===== src/rtl/rtc_alarm_pkg.sv =====
package rtc_alarm_pkg;

    localparam int DATA_W     = 8;
    localparam int ADDR_W     = 4;
    localparam int NUM_FIELDS = 4;
    localparam int VAL_W      = DATA_W - 1;
    localparam int IDX_W      = $clog2(NUM_FIELDS);

    localparam int OFF_BIT  = DATA_W - 1;
    localparam int FLAG_BIT = 3;
    localparam int IEN_BIT  = 1;

    localparam logic [ADDR_W-1:0] ADR_CTRL  = 4'h1;
    localparam logic [ADDR_W-1:0] ADR_FBASE = 4'h9;
    localparam logic [ADDR_W-1:0] ADR_FLAST = ADR_FBASE + ADDR_W'(NUM_FIELDS - 1);

    typedef enum logic [IDX_W-1:0] {
        FLD_MIN  = 2'd0,
        FLD_HOUR = 2'd1,
        FLD_MDAY = 2'd2,
        FLD_WDAY = 2'd3
    } field_e;

    typedef struct packed {
        logic             off;
        logic [VAL_W-1:0] val;
    } alarm_field_t;

    localparam alarm_field_t FIELD_RST = '{off: 1'b1, val: '0};

    // significant calendar bits of each field
    function automatic logic [VAL_W-1:0] field_mask(input int idx);
        case (idx)
            int'(FLD_MIN):  return 7'h7F;
            int'(FLD_HOUR): return 7'h3F;
            int'(FLD_MDAY): return 7'h3F;
            default:        return 7'h07;
        endcase
    endfunction

    function automatic logic [DATA_W-1:0] ctrl_byte(input logic flag, input logic ien);
        logic [DATA_W-1:0] b;
        b           = '0;
        b[FLAG_BIT] = flag;
        b[IEN_BIT]  = ien;
        return b;
    endfunction

endpackage


===== src/rtl/alarm_regfile.sv =====
module alarm_regfile
    import rtc_alarm_pkg::*;
(
    input  logic                               clk,
    input  logic                               rst,
    input  logic                               we,
    input  logic [ADDR_W-1:0]                  addr,
    input  logic [DATA_W-1:0]                  wdata,
    output alarm_field_t [NUM_FIELDS-1:0]      fields
);

    for (genvar i = 0; i < NUM_FIELDS; i++) begin : g_field
        localparam logic [ADDR_W-1:0] MY_ADDR = ADR_FBASE + ADDR_W'(i);

        always_ff @(posedge clk) begin
            if (rst)
                fields[i] <= FIELD_RST;
            else if (we && addr == MY_ADDR)
                fields[i] <= alarm_field_t'(wdata);
        end


        field_store_chk: assert property (@(posedge clk) disable iff (rst)
            (we && addr == MY_ADDR) |=> (fields[i] == $past(wdata)));
    end

endmodule


===== src/rtl/alarm_compare.sv =====
module alarm_compare
    import rtc_alarm_pkg::*;
(
    input  alarm_field_t [NUM_FIELDS-1:0]            fields,
    input  logic [NUM_FIELDS-1:0][VAL_W-1:0]         cal,
    input  logic                                     min_tick,
    output logic                                     set_req
);

    logic [NUM_FIELDS-1:0] hit;
    logic [NUM_FIELDS-1:0] live;

    for (genvar i = 0; i < NUM_FIELDS; i++) begin : g_cmp
        localparam logic [VAL_W-1:0] MASK = field_mask(i);
        assign live[i] = ~fields[i].off;
        assign hit[i]  = fields[i].off |
                         ((fields[i].val & MASK) == (cal[i] & MASK));
    end

    assign set_req = min_tick & (|live) & (&hit);

endmodule


===== src/rtl/alarm_flag_ctl.sv =====
module alarm_flag_ctl
    import rtc_alarm_pkg::*;
(
    input  logic              clk,
    input  logic              rst,
    input  logic              ctrl_we,
    input  logic [DATA_W-1:0] wdata,
    input  logic              set_req,
    output logic              flag,
    output logic              ien,
    output logic              irq_n
);

    always_ff @(posedge clk) begin
        if (rst) begin
            flag <= 1'b0;
            ien  <= 1'b0;
        end else begin
            if (ctrl_we)
                ien <= wdata[IEN_BIT];
            if (set_req)
                flag <= 1'b1;
            else if (ctrl_we && !wdata[FLAG_BIT])
                flag <= 1'b0;
        end
    end

    assign irq_n = ~(flag & ien);


    flag_clear_src_chk: assert property (@(posedge clk) disable iff (rst)
        $fell(flag) |-> $past(ctrl_we && !wdata[FLAG_BIT]));


    set_wins_chk: assert property (@(posedge clk) disable iff (rst)
        set_req |=> flag);

endmodule


===== src/rtl/rtc_alarm_match.sv =====
module rtc_alarm_match
    import rtc_alarm_pkg::*;
(
    input  logic              clk,
    input  logic              rst,
    input  logic              bus_we,
    input  logic [3:0]        bus_addr,
    input  logic [7:0]        bus_wdata,
    output logic [7:0]        bus_rdata,
    input  logic [6:0]        cal_min,
    input  logic [5:0]        cal_hour,
    input  logic [5:0]        cal_mday,
    input  logic [2:0]        cal_wday,
    input  logic              min_tick,
    output logic              irq_n
);

    alarm_field_t [NUM_FIELDS-1:0]    fields;
    logic [NUM_FIELDS-1:0][VAL_W-1:0] cal;
    logic                             set_req;
    logic                             flag;
    logic                             ien;
    logic                             ctrl_we;
    logic [ADDR_W-1:0]                rel_addr;

    assign ctrl_we = bus_we && (bus_addr == ADR_CTRL);

    always_comb begin
        cal           = '0;
        cal[FLD_MIN]  = cal_min;
        cal[FLD_HOUR] = VAL_W'(cal_hour);
        cal[FLD_MDAY] = VAL_W'(cal_mday);
        cal[FLD_WDAY] = VAL_W'(cal_wday);
    end

    alarm_regfile u_regs (
        .clk    (clk),
        .rst    (rst),
        .we     (bus_we),
        .addr   (bus_addr),
        .wdata  (bus_wdata),
        .fields (fields)
    );

    alarm_compare u_cmp (
        .fields   (fields),
        .cal      (cal),
        .min_tick (min_tick),
        .set_req  (set_req)
    );

    alarm_flag_ctl u_flag (
        .clk     (clk),
        .rst     (rst),
        .ctrl_we (ctrl_we),
        .wdata   (bus_wdata),
        .set_req (set_req),
        .flag    (flag),
        .ien     (ien),
        .irq_n   (irq_n)
    );

    assign rel_addr = bus_addr - ADR_FBASE;

    always_comb begin
        bus_rdata = '0;
        if (bus_addr == ADR_CTRL)
            bus_rdata = ctrl_byte(flag, ien);
        else if (bus_addr >= ADR_FBASE && bus_addr <= ADR_FLAST)
            bus_rdata = fields[rel_addr[IDX_W-1:0]];
    end


    flag_rise_src_chk: assert property (@(posedge clk) disable iff (rst)
        $rose(flag) |-> $past(set_req));


    all_off_quiet_chk: assert property (@(posedge clk) disable iff (rst)
        (fields[0].off && fields[1].off && fields[2].off && fields[3].off) |-> !set_req);


    irq_fall_src_chk: assert property (@(posedge clk) disable iff (rst)
        $fell(irq_n) |-> ($past(set_req) || $past(ctrl_we && bus_wdata[IEN_BIT])));

endmodule


===== config.mk =====
export PLATFORM = sky130hd
export DESIGN_NAME = rtc_alarm_match
export DESIGN_NICKNAME = d
export VERILOG_FILES = /design/src/rtl/rtc_alarm_pkg.sv /design/src/rtl/alarm_regfile.sv /design/src/rtl/alarm_compare.sv /design/src/rtl/alarm_flag_ctl.sv /design/src/rtl/rtc_alarm_match.sv
export SDC_FILE = /design/constraint.sdc
export NUM_CORES = 1
export LEC_CHECK = 0
export ABC_CLOCK_PERIOD_IN_PS = 3100
export CORE_ASPECT_RATIO = 1.2
export CORE_MARGIN = 4
export CORE_UTILIZATION = 35
export CTS_CLUSTER_DIAMETER = 200
export DETAILED_ROUTE_END_ITERATION = 6
export PLACE_DENSITY = 0.57
export SETUP_SLACK_MARGIN = 0.3
export SYNTH_ARGS = -nofsm -noshare
export SYNTH_HDL_FRONTEND = slang
export SYNTH_HIERARCHICAL = 1
export SYNTH_SLANG_ARGS = --single-unit

===== constraint.sdc =====
create_clock -name clk -period 3.1 [get_ports clk]
set_input_delay 0.775 -clock clk [delete_from_list [all_inputs] [get_ports clk]]
set_output_delay 0.775 -clock clk [all_outputs]
set_load 0.02 [all_outputs]

==> Implementation_results.wiki, run 1 <==
{| class="wikitable"
! Metric !! Value
|-
| Antenna violations before repair || 0
|-
| Clock group share of total power || 0.355
|-
| Total wire length || 5510 µm
|-
| Number of nets in the finished design || 287
|-
| Final slew viol count || 0
|-
| Largest net degree at the start of global routing || 43
|-
| CTS tree || done
|-
| CTS buffer count || 5
|-
| Number of DRC markers in iteration 0 || 42
|-
| Later-pin clock latency in the skew report || 0.28 ns
|-
| Static Leak || 1.21 nW
|-
| Wire length per cell || 16.9 µm
|-
| Relative area change from synthesis to final layout || 34.8%
|-
| Proportion of power drawn by flip-flops and latches || 0.474
|-
| Post-Place Cells || 319
|-
| Floorplan die width || 77.6 µm
|-
| Vias in the first global route || 1703
|-
| Total iterations of the first detailed-routing run || 4
|-
| Slack of the critical path || 0.356 ns
|-
| Mean Syn Cell Area || 10.7 µm²
|-
| Clock Sinks || 34
|-
| Post-CTS Setup Bufs || 0
|-
| Post-route ant nets || 0
|-
| Via count || 1561
|-
| Data arrival at the endpoint of the critical path || 1.97 ns
|-
| Syn nets || 231
|-
| Type of origin of the critical path || primary input
|-
| First-pass GRT wire length || 8730 µm
|-
| Initial standard-cell utilization of the core || 0.359
|-
| Number of standard cells in the layout, taps in and fillers out || 327
|-
| Status || finished, final reports clean
|-
| HPWL after detailed placement || 4100 µm
|-
| Cell chosen for the clock root || clkbuf_8
|-
| Switching share of power || 0.242
|-
| Hold Violations, Final || 0
|-
| Number of antenna repair diodes || 0
|-
| Class of the tightest hold or removal check || flop to flop
|-
| Fmax || 364 MHz
|-
| Yosys warning total || 6
|-
| Clock edge transition at the registers on the reported setup and hold paths || 0.07 ns
|-
| Die Footprint || 7110 µm²
|-
| Vias/cell || 4.77
|-
| Number of buffers added on ports || 46
|-
| Power density over the cells || 344 nW/µm²
|-
| Worst slew margin || 0.672
|-
| Worst setup path category || primary input to output pin
|-
| Post-synthesis instance area || 2040 µm²
|-
| Core Box Area || 5670 µm²
|-
| Highest net fanout along the worst path || 8
|-
| Global-route congestion overflow total || 0
|-
| Worst IR Drop VDD || 0.000139 V
|-
| Crit path time final || 2.74 ns
|-
| Worst-Margin Slew || 0.485 ns
|-
| Endpoint kind of the worst setup timing path || output pin
|-
| Maximum count of clock buffers along a single path || 2
|-
| Count of fill cells added during filler insertion || 536
|-
| Register-to-register path setup slack || 1.32 ns
|-
| Fraction of final layout cells sized beyond drive strength 1 || 0.215
|-
| Finish-stage setup viols || 0
|-
| Routability congestion estimate || 0.776
|-
| Setup repair after global routing missed its margin || false
|-
| Count of standard-cell rows || 30
|-
| Boundary Pins || 47
|-
| DRC violations left || 0
|-
| Logic pwr share || 0.170
|-
| Post-route clock skew || 0.00244 ns
|-
| Net Sw Power || 0.000229 W
|-
| Internal power || 0.000715 W
|-
| Synthesized instance count || 190
|-
| Data required time at the worst endpoint || 2.32 ns
|-
| Part of the cycle the worst path needs || 0.885
|-
| Number of max-capacitance violations reported || 0
|-
| Pre-CTS setup slack || -0.710 ns
|-
| # H-tree levels || 2
|-
| Chip Height || 91.6 µm
|-
| Aggregate global-route resource usage || 0.161
|}
-- critical path, cell delays in order --
cell and delay (ns):
buf_2 0.10, inv_2 0.06, ha_4 0.35, mux4_2 0.32, a41o_1 0.23, buf_6 0.13
-- area by class of cell --
type,instances,area [µm²],area share
Multi-Input combinational cell,141,1300,0.475
Sequential cell,34,681,0.248
Timing Repair Buffer,61,557,0.203
Tap cell,80,100,0.0364
Clock buffer,7,86.3,0.0314
Inverter,3,13.8,0.00501
Clock inverter,1,5.00,0.00182
-- power by group through the flow --
stage	clock network, W	registers [W]	logic [W]
final	0.000335	0.000448	0.000161
after floorplan	0	0.000456	0.0000712
after global routing	0.000362	0.000448	0.000173
after detailed placement	0	0.000458	0.000156
after global placement	0	0.000458	0.000156
after CTS	0.000343	0.000448	0.000160
-- through the flow --
stage / power, W / hold slack (ns) / utilization / cell area, µm² / TNS (ns)
CTS: 0.000951 / 0.480 / 0.481 / 2730 / 0
floorplan: 0.000527 / 0.449 / - / 2040 / 0
detailed placement: 0.000614 / 0.467 / 0.466 / 2640 / -5.58
global placement: 0.000614 / 0.462 / 0.466 / 2640 / -5.29
global route: 0.000983 / 0.509 / 0.485 / 2750 / 0
finish: 0.000944 / 0.479 / 0.485 / 2750 / 0
-- flip-flops by register name (all words and copies together) (netlist names) --
register       count
u_flag/ien         1
u_regs/fields     32
u_flag/flag        1
-- repair_timing --
item | in CTS | in global routing
pin swaps | 6 | 4
resized for setup | 54 | 6
endpoints found under the setup margin | 8 | 7
hold buffers | 0 | 0
-- cell usage in the layout, fill, tap and decap left out, drive strengths merged, types with 2 or more instances in the layout --
cell,count
buf,25
clkdlybuf4s50,35
nor2,7
or4b,3
ha,3
dfxtp,34
and4,6
nor4,5
nand2,2
xor2,15
nand2b,36
xnor2,7
a41o,2
a31oi,3
nor4bb,3
clkbuf,7
inv,3
mux4,8
mux2i,33
-- routing by layer --
layer,share of wire,global-route usage
met1,0.45,0.188
met2,0.51,0.293
met3,0.036,0.0327
met4,0.0062,0.0445
met5,0,0
-- path summary, 6_finish.rpt --
check,startpoint,to,depth (start not counted)
worst min register to register,u_regs/fields[22],u_regs/fields[22],2
worst min-delay path,u_regs/fields[22],u_regs/fields[22],2
worst max-delay path,bus_addr[1],bus_rdata[3],6
worst max register to register,u_regs/fields[12],u_flag/flag,7
(Power assumes the default switching activity.)
==> run 2, diff against run 1 <==
ABC_CLOCK_PERIOD_IN_PS = 3020   (was 3100)
clock period = 3.02 ns   (was 3.1 ns; I/O delays follow)
==> run 2 against run 1 <==
  * Register-to-register slack got worse by 0.13 ns
  * Count of clock-buffer cells in the layout unchanged
  * Wire length shrank 1.3%
  * Critical path depth increased by 1
  * Cell count decreased by 0.31%
  * Utilization grew 0.33 points
  * Final area increased by 0.68%
  * Worst hold slack got worse by 0.00077 ns
  * Sequential cell count did not move
  * Worst setup slack got worse by 0.0034 ns
  * Critical path type unchanged
==> Implementation_results.wiki, run 2 (synthesis results as in run 1) <==
{| class="wikitable"
! Metric !! Value
|-
| Status || finished, final reports clean (unchanged)
|-
| Vias/cell || 4.92 (was 4.77)
|-
| Maximum count of clock buffers along a single path || 2 (unchanged)
|-
| Aggregate global-route resource usage || 0.161 (about the same)
|-
| Slack of the critical path || 0.353 ns (was 0.356 ns)
|-
| Number of nets in the finished design || 286 (was 287)
|-
| Largest register FFs || 32 (unchanged)
|-
| Number of buffers added on ports || 46 (unchanged)
|-
| Seq. cell area || 681 µm² (unchanged)
|-
| Cell chosen for the clock root || clkbuf_8 (unchanged)
|-
| Total iterations of the first detailed-routing run || 4 (unchanged)
|-
| Fraction of final layout cells sized beyond drive strength 1 || 0.211 (was 0.215)
|-
| Part of the cycle the worst path needs || 0.883
|-
| HPWL after detailed placement || 4010 µm (was 4100 µm)
|-
| Worst-Margin Slew || 0.506 ns (was 0.485 ns)
|-
| Relative area change from synthesis to final layout || 35.7% (was 34.8%)
|-
| Crit path time final || 2.67 ns
|-
| Fmax || 375 MHz
|-
| Global-route congestion overflow total || 0 (unchanged)
|-
| Later-pin clock latency in the skew report || 0.28 ns (about the same)
|-
| Class of the tightest hold or removal check || flop to flop (unchanged)
|-
| Boundary Pins || 47 (unchanged)
|-
| First-pass GRT wire length || 8780 µm (was 8730 µm)
|-
| # H-tree levels || 2 (unchanged)
|-
| Setup repair after global routing missed its margin || false (unchanged)
|-
| Static Leak || 1.20 nW (was 1.21 nW)
|-
| Data arrival at the endpoint of the critical path || 1.91 ns (was 1.97 ns)
|-
| Endpoint kind of the worst setup timing path || output pin (unchanged)
|-
| Power density over the cells || 350 nW/µm² (was 344 nW/µm²)
|-
| Hold Violations, Final || 0 (unchanged)
|-
| Type of origin of the critical path || primary input (unchanged)
|-
| Floorplan die width || 77.6 µm (unchanged)
|-
| Worst setup path category || primary input to output pin (unchanged)
|-
| Die Footprint || 7110 µm² (unchanged)
|-
| Worst IR Drop VDD || 0.000173 V (was 0.000139 V)
|-
| Via count || 1605 (was 1561)
|-
| DRC violations left || 0 (unchanged)
|-
| Antenna violations before repair || 0 (unchanged)
|-
| Most flop-heavy register || u_regs/fields (unchanged)
|-
| Pre-CTS setup slack || -0.614 ns (was -0.710 ns)
|-
| Post-route ant nets || 0 (unchanged)
|-
| Number of max-capacitance violations reported || 0 (unchanged)
|-
| Total wire length || 5440 µm (was 5510 µm)
|-
| Clock Sinks || 34 (unchanged)
|-
| Instance count along the most critical hold path || 2 (unchanged)
|-
| Wire length per cell || 16.7 µm (was 16.9 µm)
|-
| Clock edge transition at the registers on the reported setup and hold paths || 0.07 ns (about the same)
|-
| Number of DRC markers in iteration 0 || 71 (was 42)
|-
| Chip Height || 91.6 µm (unchanged)
|-
| Vias in the first global route || 1647 (was 1703)
|-
| Final Cell Area || 2770 µm² (was 2750 µm²)
|-
| Worst-case hold slack || 0.478 ns (was 0.479 ns)
|-
| CTS tree || done (unchanged)
|-
| Most used cells in the layout excluding fill and tap cells || clkdlybuf4s50_1 (35), nand2b_1 (35), dfxtp_1 (34) (unchanged)
|-
| Routability congestion estimate || 0.754 (was 0.776)
|-
| Count of hold buffers inserted by post-cts repair || 0 (unchanged)
|-
| Post-route clock skew || 0.00650 ns (was 0.00244 ns)
|-
| Initial standard-cell utilization of the core || 0.359 (unchanged)
|-
| Biggest regs || u_regs/fields x32, u_flag/flag x1, u_flag/ien x1 (unchanged)
|-
| Share of the core filled with cells in the final layout || 0.488 (was 0.485)
|-
| Combined area of the multi-input logic cells || 1310 µm² (was 1300 µm²)
|-
| Area after detailed placement || 2640 µm² (about the same)
|-
| Data required time at the worst endpoint || 2.26 ns (was 2.32 ns)
|-
| Count of standard-cell rows || 30 (unchanged)
|-
| Largest net degree at the start of global routing || 43 (unchanged)
|-
| Core Box Area || 5670 µm² (unchanged)
|-
| R2R depth || 7 (unchanged)
|-
| Post-CTS Setup Bufs || 0 (unchanged)
|-
| Finish-stage setup viols || 0 (unchanged)
|-
| Count of fill cells added during filler insertion || 563 (was 536)
|-
| Final slew viol count || 0 (unchanged)
|-
| Highest net fanout along the worst path || 5 (was 8)
|-
| CTS buffer count || 5 (unchanged)
|-
| Sum Neg Setup Slack || 0 ns (unchanged)
|-
| Worst slew margin || 0.658 (was 0.672)
|-
| Number of antenna repair diodes || 0 (unchanged)
|}
==> run 2: changes by cell type in the layout (fill, tap and decap cells not counted), sizes merged <==
cell | previous run | this run
buf | 25 | 24
dlymetal6s2s | 1 | 0
dlygate4sd2 | 0 | 1
==> run 2: routing by layer <==
metal  vias to the layer above  track usage  routed length [µm]
met1                       777        0.209                2420
met5                         -            0                   0
met2                        39        0.266                2710
li1                        787            -                   -
met4                         0       0.0490                  39
met3                         2       0.0327                 267
==> run 2: per-stage QoR <==
stage               power (W)  cells
CTS                  0.000979    326
global route          0.00101    326
floorplan            0.000542    190
finish               0.000968    326
detailed placement   0.000632    318
global placement     0.000632    318
==> run 2: layout make-up <==
type,count,area share
multi-input cells,141,0.473
flip-flops and latches,34,0.246
repair buffers,60,0.205
well taps,80,0.0362
clock buffers,7,0.0312
inverters,3,0.00679
clock inverters,1,0.00181
==> run 2: worst max-delay path, stage by stage <==
cell    delay [ns]
buf_6         0.10
inv_4         0.04
ha_4          0.27
buf_6         0.12
mux4_2        0.29
a41o_1        0.20
buf_6         0.13
==> run 2: final timing paths <==
path                     start           endpoint  slack [ns]
max                bus_addr[0]       bus_rdata[1]        0.35
max reg2reg  u_regs/fields[12]        u_flag/flag        1.19
min          u_regs/fields[14]  u_regs/fields[14]        0.48
min reg2reg  u_regs/fields[14]  u_regs/fields[14]        0.48
==> run 2: repair_timing <==
action	4_1_cts	5_1_grt
pin swaps	8	1
setup endpoints to repair	8	5
resized for setup	63	5
gates cloned	0	0
==> run 2: power breakdown <==
part | internal (W) | switching, W | total [W]
sequential | 0.000454 | 0.00000537 | 0.000460
combinational | 0.0000983 | 0.0000708 | 0.000169
clock | 0.000184 | 0.000155 | 0.000339
